### src/rtl/pcie_rst_seq_pkg.sv
package pcie_rst_seq_pkg;

  localparam int DEV_W       = 4;
  localparam int DEV_TYPE_RC = 4;

  // Encoding order is used by the decode ranges below.
  typedef enum logic [3:0] {
    S_IDLE   = 4'd0,
    S_ASRT   = 4'd1,
    S_PWR    = 4'd2,
    S_CREL   = 4'd3,
    S_EREL   = 4'd4,
    S_AUX1   = 4'd5,
    S_HOLD   = 4'd6,
    S_PUP    = 4'd7,
    S_PROG   = 4'd8,
    S_AUXOFF = 4'd9,
    S_UNHOLD = 4'd10,
    S_AUX2   = 4'd11,
    S_TYPE   = 4'd12,
    S_DONE   = 4'd13,
    S_ERR    = 4'd14,
    S_SHUT   = 4'd15
  } seq_state_e;

  typedef struct packed {
    logic             perst_n;
    logic             ctrl_rst_n;
    logic             slot_pwr;
    logic             aux_clk_en;
    logic             phy_hold;
    logic             pwrup_rst_n;
    logic             phy_req;
    logic             busy;
    logic             done;
    logic             err;
    logic [DEV_W-1:0] dev_type;
  } seq_out_t;

  function automatic seq_out_t state_outputs(seq_state_e s);
    seq_out_t o;
    o             = '0;
    o.slot_pwr    = s inside {[S_PWR:S_ERR]};
    o.ctrl_rst_n  = s inside {[S_CREL:S_ERR]};
    o.perst_n     = s inside {[S_EREL:S_ERR]};
    o.aux_clk_en  = s inside {[S_AUX1:S_PROG], [S_AUX2:S_ERR]};
    o.phy_hold    = s inside {[S_HOLD:S_AUXOFF], S_ERR};
    o.pwrup_rst_n = s inside {[S_PUP:S_ERR]};
    o.phy_req     = (s == S_PROG);
    o.busy        = s inside {[S_ASRT:S_TYPE]};
    o.done        = (s == S_DONE);
    o.err         = (s == S_ERR);
    o.dev_type    = (s inside {S_TYPE, S_DONE}) ? DEV_W'(DEV_TYPE_RC) : '0;
    return o;
  endfunction

endpackage

### src/rtl/pcie_rst_seq_timer.sv
module pcie_rst_seq_timer #(
  parameter int unsigned CYCLES = 25000000
) (
  input  logic clk,
  input  logic rst,
  input  logic load_i,
  output logic expired_o
);
  localparam int unsigned CW = (CYCLES < 2) ? 1 : $clog2(CYCLES + 1);

  logic [CW-1:0] cnt_q;

  always_ff @(posedge clk) begin
    if (rst) begin
      cnt_q <= '0;
    end else if (load_i) begin
      cnt_q <= CW'(CYCLES - 1);
    end else if (cnt_q != '0) begin
      cnt_q <= cnt_q - 1'b1;
    end
  end

  assign expired_o = (cnt_q == '0);
endmodule

### src/rtl/pcie_rst_seq_fsm.sv
module pcie_rst_seq_fsm
  import pcie_rst_seq_pkg::*;
(
  input  logic     clk,
  input  logic     rst,
  input  logic     start_i,
  input  logic     shutdown_i,
  input  logic     prog_done_i,
  input  logic     prog_timeout_i,
  input  logic     wait_expired_i,
  output logic     wait_load_o,
  output seq_out_t outs_o
);
  seq_state_e state_q, state_d;
  seq_out_t   out_q, shut_view;

  always_comb begin
    state_d = state_q;
    if (shutdown_i) begin
      state_d = S_SHUT;
    end else begin
      case (state_q)
        S_IDLE, S_DONE, S_ERR, S_SHUT: if (start_i) state_d = S_ASRT;
        S_ASRT:   state_d = S_PWR;
        S_PWR:    if (wait_expired_i) state_d = S_CREL;
        S_CREL:   state_d = S_EREL;
        S_EREL:   state_d = S_AUX1;
        S_AUX1:   state_d = S_HOLD;
        S_HOLD:   state_d = S_PUP;
        S_PUP:    state_d = S_PROG;
        S_PROG: begin
          if (prog_timeout_i)   state_d = S_ERR;
          else if (prog_done_i) state_d = S_AUXOFF;
        end
        S_AUXOFF: state_d = S_UNHOLD;
        S_UNHOLD: state_d = S_AUX2;
        S_AUX2:   state_d = S_TYPE;
        S_TYPE:   state_d = S_DONE;
        default:  state_d = S_IDLE;
      endcase
    end
  end

  // Shutdown keeps everything except the link resets and status.
  always_comb begin
    shut_view            = out_q;
    shut_view.perst_n    = 1'b0;
    shut_view.ctrl_rst_n = 1'b0;
    shut_view.phy_req    = 1'b0;
    shut_view.busy       = 1'b0;
    shut_view.done       = 1'b0;
    shut_view.err        = 1'b0;
  end

  always_ff @(posedge clk) begin
    if (rst) begin
      state_q <= S_IDLE;
      out_q   <= state_outputs(S_IDLE);
    end else begin
      state_q <= state_d;
      out_q   <= (state_d == S_SHUT) ? shut_view : state_outputs(state_d);
    end
  end

  assign wait_load_o = (state_q == S_ASRT);
  assign outs_o      = out_q;
endmodule

### src/rtl/pcie_rst_seq.sv
module pcie_rst_seq
  import pcie_rst_seq_pkg::*;
#(
  parameter int unsigned CLK_KHZ = 250000,
  parameter int unsigned HOLD_MS = 100
) (
  input  logic             clk,
  input  logic             rst,
  input  logic             start_i,
  input  logic             shutdown_i,
  input  logic             phy_prog_done_i,
  input  logic             phy_prog_timeout_i,
  output logic             perst_n_o,
  output logic             ctrl_rst_n_o,
  output logic             slot_pwr_en_o,
  output logic             aux_clk_en_o,
  output logic             phy_hold_rst_o,
  output logic             pwrup_rst_n_o,
  output logic [DEV_W-1:0] dev_type_o,
  output logic             phy_prog_req_o,
  output logic             busy_o,
  output logic             done_o,
  output logic             error_o
);
  localparam int unsigned WAIT_CYC = CLK_KHZ * HOLD_MS;

  logic     wait_load, wait_expired;
  seq_out_t outs;

  pcie_rst_seq_timer #(.CYCLES(WAIT_CYC)) u_timer (
    .clk       (clk),
    .rst       (rst),
    .load_i    (wait_load),
    .expired_o (wait_expired)
  );

  pcie_rst_seq_fsm u_fsm (
    .clk            (clk),
    .rst            (rst),
    .start_i        (start_i),
    .shutdown_i     (shutdown_i),
    .prog_done_i    (phy_prog_done_i),
    .prog_timeout_i (phy_prog_timeout_i),
    .wait_expired_i (wait_expired),
    .wait_load_o    (wait_load),
    .outs_o         (outs)
  );

  assign perst_n_o      = outs.perst_n;
  assign ctrl_rst_n_o   = outs.ctrl_rst_n;
  assign slot_pwr_en_o  = outs.slot_pwr;
  assign aux_clk_en_o   = outs.aux_clk_en;
  assign phy_hold_rst_o = outs.phy_hold;
  assign pwrup_rst_n_o  = outs.pwrup_rst_n;
  assign dev_type_o     = outs.dev_type;
  assign phy_prog_req_o = outs.phy_req;
  assign busy_o         = outs.busy;
  assign done_o         = outs.done;
  assign error_o        = outs.err;
endmodule

### config.mk
export PLATFORM = sky130hd
export DESIGN_NAME = pcie_rst_seq
export DESIGN_NICKNAME = d
export VERILOG_FILES = /design/src/rtl/pcie_rst_seq_pkg.sv /design/src/rtl/pcie_rst_seq_timer.sv /design/src/rtl/pcie_rst_seq_fsm.sv /design/src/rtl/pcie_rst_seq.sv
export SDC_FILE = /design/constraint.sdc
export NUM_CORES = 1
export LEC_CHECK = 0
export CORE_UTILIZATION = 30
export DETAILED_ROUTE_END_ITERATION = 8
export GPL_TIMING_DRIVEN = 0
export PLACE_DENSITY = 0.44
export SYNTH_ARGS = -nofsm -noshare
export SYNTH_HDL_FRONTEND = slang
export SYNTH_HIERARCHICAL = 1
export SYNTH_SLANG_ARGS = --single-unit
### constraint.sdc
create_clock -name clk -period 3 [get_ports clk]
set_input_delay 0.6 -clock clk [delete_from_list [all_inputs] [get_ports clk]]
set_output_delay 0.6 -clock clk [all_outputs]
set_load 0.03 [all_outputs]
Word-level counts from Yosys, hierarchy flattened
Cells that the tools add are included.
{ "totals": {"in_bits": 6, "word_cells": 74, "regBits": 43, "out_inout_bits": 14} }
{ "op_classes": {"reduce_logical": 18, "magnitude_cmp": 12, "addsub": 1, "eq_ne": 20, "n_mux": 9} }
{ "op_table": {"columns": ["op", "n"], "rows": [
  ["equality test 4 bit, second input constant", 13],
  ["case mux 4 bit (13 select lines)", 1],
  ["two-way mux 25 bit", 2],
  ["zero test 25 bit", 1],
  ["nonzero test 25 bit", 1],
  ["subtractor 25 x 1 -> 25 bit, second input constant", 1],
  ["two-way mux 4 bit", 5],
  ["equality test 4 x 3 -> 1 bit, second input constant", 4],
  [">= comparator 4 x 3 -> 1 bit, second input constant", 4],
  ["less-or-equal comparator 4 bit, second input constant", 4],
  ["equality test 4 x 2 -> 1 bit, second input constant", 2],
  [">= comparator 4 x 2 -> 1 bit, second input constant", 2],
  ["logical AND 1 bit", 8],
  ["nonzero test 2 bit", 4],
  ["equality test 4 x 1 -> 1 bit, second input constant", 1],
  [">= comparator 4 x 1 -> 1 bit, second input constant", 1],
  [">= comparator 4 bit, second input constant", 1],
  ["zero test 4 bit", 1],
  ["OR reduction 2 bit", 2],
  ["OR reduction 4 bit", 1],
  ["two-way mux 3 bit", 1]
]} }

Depth between registers and ports, before layout
Gate-level depths: netlist of the first run.
{ "depth": {"word_depth": 7, "ltp_mapped": 11, "mapped_depth_nobuf": 10} }

Cells and area by module
The synthesis of the first run kept the hierarchy.
{ "by_module_without_submodules": {"columns": ["mod", "instances", "area_per_inst_um2", "cells_each", "seq_area_each_um2"], "rows": [
  ["pcie_rst_seq_timer", 1, 1383.8, 150, 500.5],
  ["pcie_rst_seq_fsm", 1, 853.3, 91, 300.3]
]} }

Worst setup path after synthesis of the first run
No wires, ideal clock.
{ "synth_path": {"path_kind": "reg-to-reg", "start": "register u_timer.cnt_q[12]", "end": "register u_fsm.out_q (netlist bit u_fsm/outs_o[10])", "stages_incl_launch_ff": 10, "arrival_time_ns": 1.998, "setup_ns": 0.127, "synth_period_minus_slack_ns": 2.125, "path_buffers": 1, "setup_slack_ns": 0.875, "required_time_ns": 2.873, "cell_sequence": "dfxtp_1 nor4_4 nand4b_1 nor2_1 o21a_1 o21ai_0 and3_1 buf_6 nor4_1 nor4_2"} }
{ "synth_between": {"elab_chain_len": 7, "word_cells_on_any_way": 12, "classes_between": "order compare: 4; eq/ne: 1; mux: 3; reduce/logical: 4"} }
{ "synth_rtl": {"columns": ["item", "line_no", "source"], "rows": [
  ["start: declaration", "pcie_rst_seq_timer.sv:11", "logic [CW-1:0] cnt_q;"],
  ["start signal: assignment", "pcie_rst_seq_timer.sv:17", "cnt_q <= CW'(CYCLES - 1);"],
  ["start signal: assignment", "pcie_rst_seq_timer.sv:19", "cnt_q <= cnt_q - 1'b1;"],
  ["zero test 25 bit *", "pcie_rst_seq_timer.sv:23", "assign expired_o = (cnt_q == '0);"],
  ["named net wait_expired", "pcie_rst_seq.sv:27", "logic wait_load, wait_expired;"],
  ["two-way mux 4 bit *", "pcie_rst_seq_fsm.sv:25", "S_PWR: if (wait_expired_i) state_d = S_CREL;"],
  ["case mux 4 bit (13 select lines) *", "pcie_rst_seq_fsm.sv:22", "case (state_q)"],
  ["two-way mux 4 bit *", "pcie_rst_seq_fsm.sv:19", "if (shutdown_i) begin"],
  [">= comparator 4 x 3 -> 1 bit, or another cell as far along", "pcie_rst_seq_pkg.sv:46", "o.aux_clk_en = s inside {[S_AUX1:S_PROG], [S_AUX2:S_ERR]};"],
  ["logical AND 1 bit", "pcie_rst_seq_pkg.sv:46", null],
  ["nonzero test 2 bit", "pcie_rst_seq_pkg.sv:46", null],
  ["end signal: assignment", "pcie_rst_seq_fsm.sv:58", "out_q <= state_outputs(S_IDLE);"],
  ["end signal: assignment", "pcie_rst_seq_fsm.sv:61", "out_q <= (state_d == S_SHUT) ? shut_view : state_outputs(state_d);"],
  ["end: declaration", "pcie_rst_seq_fsm.sv:15", "seq_out_t out_q, shut_view;"]
]} }
The timed path passes the listed nets; every way through them passes the cells marked *.
A chain may end at the register's enable or synchronous reset.

Final worst setup path of the first run
{ "layout_path": {"start": "register u_timer.cnt_q[16]", "end": "register u_fsm.out_q (netlist bit u_fsm/outs_o[10])"} }
Same word-level chain as after synthesis.

==> results of run 1 <==
[per-stage QoR]
step                      power [uW]  utilization (%)  hold WS [ns]  setup slack, ns
after floorplan                 2020                -         0.469            0.875
after global placement          2340             35.1         0.496            0.389
after detailed placement        2340             35.1         0.498            0.395
after CTS                       2730             36.3         0.510            0.387
after global routing            2930             36.3         0.528            0.141
final                           2700             36.3         0.503            0.383
[registers in the layout, summed over array words and instances (netlist names)]
register       flops
u_timer/cnt_q     25
u_fsm/outs_o      11
u_fsm/state_q      4
[cell type report]
class / instances / area [sq um] / area share, %
inverters: 4 / 15.0 / 0.573
plain buffers: 15 / 105 / 4.01
repair buffers: 16 / 160 / 6.11
flip-flops and latches: 40 / 801 / 30.5
clock inverters: 2 / 10.0 / 0.382
well taps: 99 / 124 / 4.73
multi-input cells: 184 / 1320 / 50.5
clock buffers: 6 / 82.6 / 3.15
[how the worst min path moves through the flow]
stage,to,slack [ns]
finish,u_timer/cnt_q[15],0.50
global route,u_timer/cnt_q[15],0.53
CTS,u_timer/cnt_q[15],0.51
detailed placement,u_timer/cnt_q[15],0.50
global placement,u_timer/cnt_q[8],0.50
floorplan,u_timer/cnt_q[8],0.47
[per-layer routing]
metal  wire (um)  GRT usage, %  vias up  part of all wire [%]
li1            -             -      971                     -
met1        2620          19.9      876                    49
met2        2530          24.8       35                    48
met3         136          2.71        2                   2.6
met4          35          4.84        0                  0.66
met5           0             0        -                     0
[synth_stat cells, types with 3 or more instances]
cell type                  number
sky130_fd_sc_hd__clkbuf_1       5
sky130_fd_sc_hd__xor2_1         3
sky130_fd_sc_hd__a211oi_1       6
sky130_fd_sc_hd__buf_4          4
sky130_fd_sc_hd__o21ai_0        5
sky130_fd_sc_hd__o21a_1         3
sky130_fd_sc_hd__nand2_1        7
sky130_fd_sc_hd__nand3_1        4
sky130_fd_sc_hd__xnor2_1        9
sky130_fd_sc_hd__a311oi_1       3
sky130_fd_sc_hd__nor4_1        15
sky130_fd_sc_hd__a31oi_1        5
sky130_fd_sc_hd__dfxtp_1       40
sky130_fd_sc_hd__o31a_1         4
sky130_fd_sc_hd__a21oi_1       17
sky130_fd_sc_hd__buf_6          3
sky130_fd_sc_hd__o211ai_1       4
sky130_fd_sc_hd__or3_1          6
sky130_fd_sc_hd__nor3_1        12
sky130_fd_sc_hd__or2_2          3
sky130_fd_sc_hd__nor2_1        21
sky130_fd_sc_hd__inv_1          4
sky130_fd_sc_hd__nor4_4         3
[power by group through the flow]
| stage | sequential, uW | combinational, uW | clock (uW) |
|---|---|---|---|
| after detailed placement | 899 | 1440 | 0 |
| after floorplan | 892 | 1130 | 0 |
| final | 888 | 1440 | 374 |
| after global placement | 901 | 1430 | 0 |
| after CTS | 887 | 1440 | 397 |
| after global routing | 913 | 1600 | 418 |
[worst max-delay path: stages, from the launching register on]
cell and delay (ns):
sky130_fd_sc_hd__dfxtp_1 0.36, sky130_fd_sc_hd__nor4_1 0.54, sky130_fd_sc_hd__nand4b_1 0.37, sky130_fd_sc_hd__nor2_1 0.24
sky130_fd_sc_hd__o21a_1 0.13, sky130_fd_sc_hd__o21ai_0 0.10, sky130_fd_sc_hd__and3_1 0.24, sky130_fd_sc_hd__buf_6 0.15
sky130_fd_sc_hd__nor4_1 0.30, sky130_fd_sc_hd__nor4_2 0.08
[kinds of logic after synthesis]
logic type | Yosys count
multiplexers | 1
AO/OA/AOI/OAI | 64
flip-flops | 40
XOR/XNOR | 12
other | 1
buffers and inverters | 19
AND/OR/NAND/NOR | 102
adder cells (fa/ha/maj) | 2
[layout by cell type (no fill, tap or decap), types with 6 or more instances in the layout]
| master | Yosys | layout |
|---|---|---|
| sky130_fd_sc_hd__dfxtp_1 | 40 | 40 |
| sky130_fd_sc_hd__nor2_1 | 21 | 21 |
| sky130_fd_sc_hd__clkdlybuf4s50_1 | 0 | 16 |
| sky130_fd_sc_hd__a21oi_1 | 17 | 17 |
| sky130_fd_sc_hd__nor4_1 | 15 | 15 |
| sky130_fd_sc_hd__a211oi_1 | 6 | 6 |
| sky130_fd_sc_hd__nand2_1 | 7 | 7 |
| sky130_fd_sc_hd__or3_1 | 6 | 6 |
| sky130_fd_sc_hd__nor3_1 | 12 | 12 |
| sky130_fd_sc_hd__clkbuf_8 | 1 | 7 |
| sky130_fd_sc_hd__xnor2_1 | 9 | 9 |
==> run_results.csv, run 1 <==
group,metric,value,unit
status,status,"finished, final reports clean",
synthesis,postSynthCellCount,241,
finish,finalNetCount,274,
drt,drt-total-wl,5330,um
global_route,grt_usage,15.0,%
floorplan,placementRows,31,
critical_path,type_of_the_worst_setup_path,"reg2reg",
clocking,post_cts.resized_instances,0,
global_route,vias_in_the_first_global_route,1803,
synthesis,synth_cell_type_count,70,
critical_path,timing.reg2reg.setup_slack,0.38,ns
power_and_ir_drop,power.share.switching,45.1,%
sta,clock.fmax,382,MHz
clocking,cts.sink_count,40,
clocking,cts_setup_buffers,0,
sta,report.final.slew_viol_count,0,
power_and_ir_drop,vdd_ir_drop_max,0.000237,V
place,finalWeightedCongestion,0.763,
sta,setup_tns,0,ns
critical_path,endpoint,"u_fsm/outs_o[10]",
floorplan,num_io_pins,20,
synthesis,synth_seq_area_share,35.8,%
floorplan,core_region_area,7210,sq um
power_and_ir_drop,pwr_density_cell,1030,nW/um^2
critical_path,critical_path_peak_fanout,10,
synthesis,postSynthAreaPerCell,9.28,sq um
floorplan,die_y,88.4,um
power_and_ir_drop,pwr-share-clk,13.9,%
synthesis,synth_adder_area_share,1.12,%
finish,diodes,0,
critical_path,timing.rr.end,"u_fsm/outs_o[10]",
sta,rsz0062_at_grt,"false",
critical_path,crit_path_start,"u_timer/cnt_q[16]",
sta,timing.final.setup_violations,0,
critical_path,worstSetupEndpointType,"flop",
finish,post-route-cell-area,2620,sq um
synthesis,synth_top_cells_by_area,"sky130_fd_sc_hd__dfxtp_1 (36%), sky130_fd_sc_hd__nor4_1 (4.2%), sky130_fd_sc_hd__a21oi_1 (3.8%)",
place,place.port_buffers,16,
synthesis,synth-simple-area-share,30.7,%
synthesis,proportion_of_netlist_area_held_by_the_largest_area_contributor,35.8,%
global_route,grt_overflow,0,
power_and_ir_drop,power.share.combinational,53.3,%
global_route,maximum_number_of_pins_on_one_net_before_global_route_repair,13,
clocking,htreeDepth,2,
place,detailedPlacementHpwl,3800,um
min_path,hold_path.class,"reg2reg",
drt,vias_per_cell,5.15,
synthesis,post_synth_xor_area_fraction,4.70,%
critical_path,worstRegToRegCells,9,
power_and_ir_drop,p_int,1480,uW
power_and_ir_drop,pwr-share-seq,32.9,%
clocking,cts_buffer_depth,2,
critical_path,timing.critical_path.required,3.18,ns
min_path,timing.hold.worst_path_depth,2,
synthesis,yosys_top_cell_by_area,"sky130_fd_sc_hd__dfxtp_1",
finish,fill_cells,781,
clocking,cts_root_buffer,"sky130_fd_sc_hd__clkbuf_8",
sta,timing_worst_slew_pin_value,0.667,ns
finish,flow.area_growth_from_synthesis,17.2,%
synthesis,synth-warning-count,6,
drt,drt-initial-drc-count,64,
floorplan,die_width,88.4,um
drt,route.detailed.drc,0,
global_route,grt_antenna_before_repair,0,
synthesis,synthFlopType,"sky130_fd_sc_hd__dfxtp_1",
synthesis,synth_mux_area_share,0.447,%
clocking,post_cts_hold_buffer_count,0,
critical_path,worstSetupStartpointType,"flop",
global_route,grt_first_pass_wirelength,9040,um
floorplan,initial_utilization,31.0,%
drt,detailedRoute.firstPassIterationCount,4,
synthesis,mappedNetlistArea,2240,sq um
synthesis,synth-seq-cells,40,
sta,timing.clock.skew,0.00754,ns
drt,total_via_count_in_the_routed_design,1884,
synthesis,synth-compound-area-share,21.7,%
clocking,clk_latency,0.29,ns
finish,final-instance-count-excl-fill,366,
place,placed_cells,358,
drt,route.antenna.remaining_nets,0,
place,placed_cell_area,2530,sq um
synthesis,synth_top_family_by_area,"simple AND/OR/NAND/NOR gates",
critical_path,timing.rr.start,"u_timer/cnt_q[16]",
floorplan,design.die.area,7810,sq um
drt,detail_route.wl_per_cell,14.6,um
synthesis,synth_enable_flop_cells,0,
sta,max_slew_margin,55.2,%
clocking,numCtsBuffers,5,
synthesis,synth-async-reset-ratio,0,%
power_and_ir_drop,leakage,0.000894,uW
sta,final_hold_viol_count,0,
sta,finalCritPeriodShare,87.2,%
critical_path,worst-endpoint-arrival,2.79,ns
finish,drive_above_1_share,16.5,%
clocking,clk_pin_slew,0.08,ns
sta,layout_min_cycle_time,2.62,ns
job,timing.max_cap.violations,0,
power_and_ir_drop,switching_power,1220,uW
clocking,tritoncts,"built",
min_path,min_from,"u_timer/cnt_q[15]",
(Power assumes the default switching activity.)
==> inputs of run 2 (changes only) <==
- CORE_ASPECT_RATIO: unset -> 1.75
==> run_results.csv, run 2 (synthesis results as in run 1) <==
group,metric,value,unit
global_route,grt_antenna_before_repair,0,
finish,flow.area_growth_from_synthesis,19.6,%
global_route,vias_in_the_first_global_route,1935,
power_and_ir_drop,power.share.switching,42.7,%
sta,final_hold_viol_count,0,
critical_path,timing.critical_path.required,3.16,ns
floorplan,num_io_pins,20,
clocking,clk_latency,0.28,ns
power_and_ir_drop,p_int,1690,uW
clocking,post_cts_hold_buffer_count,0,
place,place.port_buffers,16,
clocking,cts_setup_buffers,0,
sta,clock.fmax,381,MHz
critical_path,highest_cell_delay_on_the_worst_timing_path,0.35,ns
finish,largest_reg_flops,25,
floorplan,design.die.area,7820,sq um
place,placed_cells,345,
critical_path,critical_path_peak_fanout,10,
finish,seq_area,801,sq um
finish,mostFrequentLayoutCell,"sky130_fd_sc_hd__dfxtp_1",
clocking,cts_root_buffer,"sky130_fd_sc_hd__clkbuf_16",
drt,route.antenna.remaining_nets,0,
job,timing.max_cap.violations,0,
clocking,tritoncts,"built",
finish,largest-register,"u_timer/cnt_q",
drt,drt-initial-drc-count,63,
finish,diodes,0,
sta,timing_worst_slew_pin_value,0.758,ns
critical_path,worstSetupEndpointType,"flop",
sta,finalWorstSetupSlack,0.377,ns
global_route,maximum_number_of_pins_on_one_net_before_global_route_repair,13,
critical_path,cp_slowest_cell,"sky130_fd_sc_hd__nor4b_1",
floorplan,core_region_area,7230,sq um
global_route,grt_first_pass_wirelength,9630,um
finish,drive_above_1_share,16.1,%
sta,rsz0062_at_grt,"false",
critical_path,type_of_the_worst_setup_path,"reg2reg",
drt,detail_route.wl_per_cell,16.7,um
power_and_ir_drop,pwr-share-clk,20.2,%
finish,multi_input_comb_area,1320,sq um
power_and_ir_drop,switching_power,1260,uW
clocking,clk_pin_slew,0.06,ns
drt,drt-total-wl,5900,um
sta,timing.clock.skew,0.00636,ns
sta,finalCritPeriodShare,87.4,%
clocking,htreeDepth,2,
critical_path,worst-endpoint-arrival,2.78,ns
power_and_ir_drop,pwr_density_cell,1100,nW/um^2
sta,setup_tns,0,ns
power_and_ir_drop,power.share.combinational,49.5,%
floorplan,die_width,67.3,um
drt,detailedRoute.firstPassIterationCount,4,
power_and_ir_drop,leakage,0.000924,uW
finish,fill_cells,737,
power_and_ir_drop,vdd_ir_drop_max,0.000350,V
drt,route.detailed.drc,0,
sta,layout_min_cycle_time,2.62,ns
clocking,post_cts.resized_instances,0,
sta,timing.final.setup_violations,0,
sta,report.final.slew_viol_count,0,
floorplan,die_y,116,um
floorplan,placementRows,41,
global_route,grt_usage,16.6,%
status,status,"finished, final reports clean",
finish,final-instance-count-excl-fill,353,
global_route,grt_overflow,0,
finish,finalNetCount,274,
clocking,cts_buffer_depth,2,
critical_path,worstSetupStartpointType,"flop",
clocking,cts.sink_count,40,
place,finalWeightedCongestion,0.785,
place,pre_cts_ws,0.399,ns
place,detailedPlacementHpwl,4470,um
sta,max_slew_margin,49.1,%
finish,layout_common_cells,"sky130_fd_sc_hd__dfxtp_1 (40), sky130_fd_sc_hd__nor2_1 (21), sky130_fd_sc_hd__a21oi_1 (17)",
min_path,hold_path.class,"reg2reg",
power_and_ir_drop,pwr-share-seq,30.2,%
critical_path,ordered_list_of_cells_on_the_worst_path,"inv_1 > ha_1 > nor4b_1 > nand4_1 > nor2_1 > o21a_1 > o21ai_0 > and3_1 > buf_6 > nor4_1 > nor4_2",
critical_path,critPathBufInv,2,
drt,vias_per_cell,5.56,
floorplan,initial_utilization,30.9,%
clocking,numCtsBuffers,5,
drt,total_via_count_in_the_routed_design,1962,
critical_path,critical-path-top-delay-family,"simple AND/OR/NAND/NOR gates",
[run 2: worst paths after layout]
| path | startpoint | endpoint | slack [ns] | depth (start not counted) |
|---|---|---|---|---|
| max | u_timer/cnt_q[0] | u_fsm/outs_o[10] | 0.38 | 11 |
| min | u_timer/cnt_q[8] | u_timer/cnt_q[8] | 0.51 | 2 |
| max reg2reg | u_timer/cnt_q[0] | u_fsm/outs_o[10] | 0.38 | 11 |
| min reg2reg | u_timer/cnt_q[8] | u_timer/cnt_q[8] | 0.51 | 2 |
[run 2: layout make-up]
class                           count  share of cell area [%]
Multi-Input combinational cell    184                    49.5
Sequential cell                    40                    29.9
Timing Repair Buffer               16                    5.98
Clock buffer                        6                    4.82
Tap cell                           86                    4.02
Buffer                             15                    3.93
Clock inverter                      2                    1.31
Inverter                            4                   0.561
[run 2: power by group through the flow]
stage          logic, uW  registers [uW]  clock network [uW]
2_1_floorplan       1130             892                   0
3_3_place_gp        1460             900                   0
3_5_place_dp        1460             904                   0
4_1_cts             1470             893                 623
5_1_grt             1610             921                 639
6_report            1460             893                 598
[run 2: worst reg2reg max path: stages (launching register included)]
cell and delay, ns:
sky130_fd_sc_hd__dfxtp_1 0.33, sky130_fd_sc_hd__inv_1 0.10, sky130_fd_sc_hd__ha_1 0.28, sky130_fd_sc_hd__nor4b_1 0.35
sky130_fd_sc_hd__nand4_1 0.28, sky130_fd_sc_hd__nor2_1 0.18, sky130_fd_sc_hd__o21a_1 0.12, sky130_fd_sc_hd__o21ai_0 0.09
sky130_fd_sc_hd__and3_1 0.23, sky130_fd_sc_hd__buf_6 0.15, sky130_fd_sc_hd__nor4_1 0.33, sky130_fd_sc_hd__nor4_2 0.08
[run 2: routing by layer]
layer  GRT usage, %  routed length, um  vias to the layer above
li1               -                  -                      970
met1           16.5               2260                      955
met2           32.5               3400                       31
met3           2.93                138                        6
met4           6.38                104                        0
met5              0                  0                        -
[run 2: per-stage QoR]
stage | total power, uW | instance area [sq um] | hold WS [ns] | util (%)
final | 2950 | 2680 | 0.511 | 37.0
after CTS | 2990 | 2680 | 0.514 | 37.0
after global routing | 3170 | 2680 | 0.537 | 37.0
after floorplan | 2020 | 2240 | 0.469 | -
after global placement | 2360 | 2510 | 0.492 | 34.7
after detailed placement | 2370 | 2510 | 0.505 | 34.7
==> inputs of run 3 (changes only) <==
- SLEW_MARGIN: unset -> 0
==> results of run 3 <==
Same layout as run 2: the final DEF is identical, and so are final timing and power.
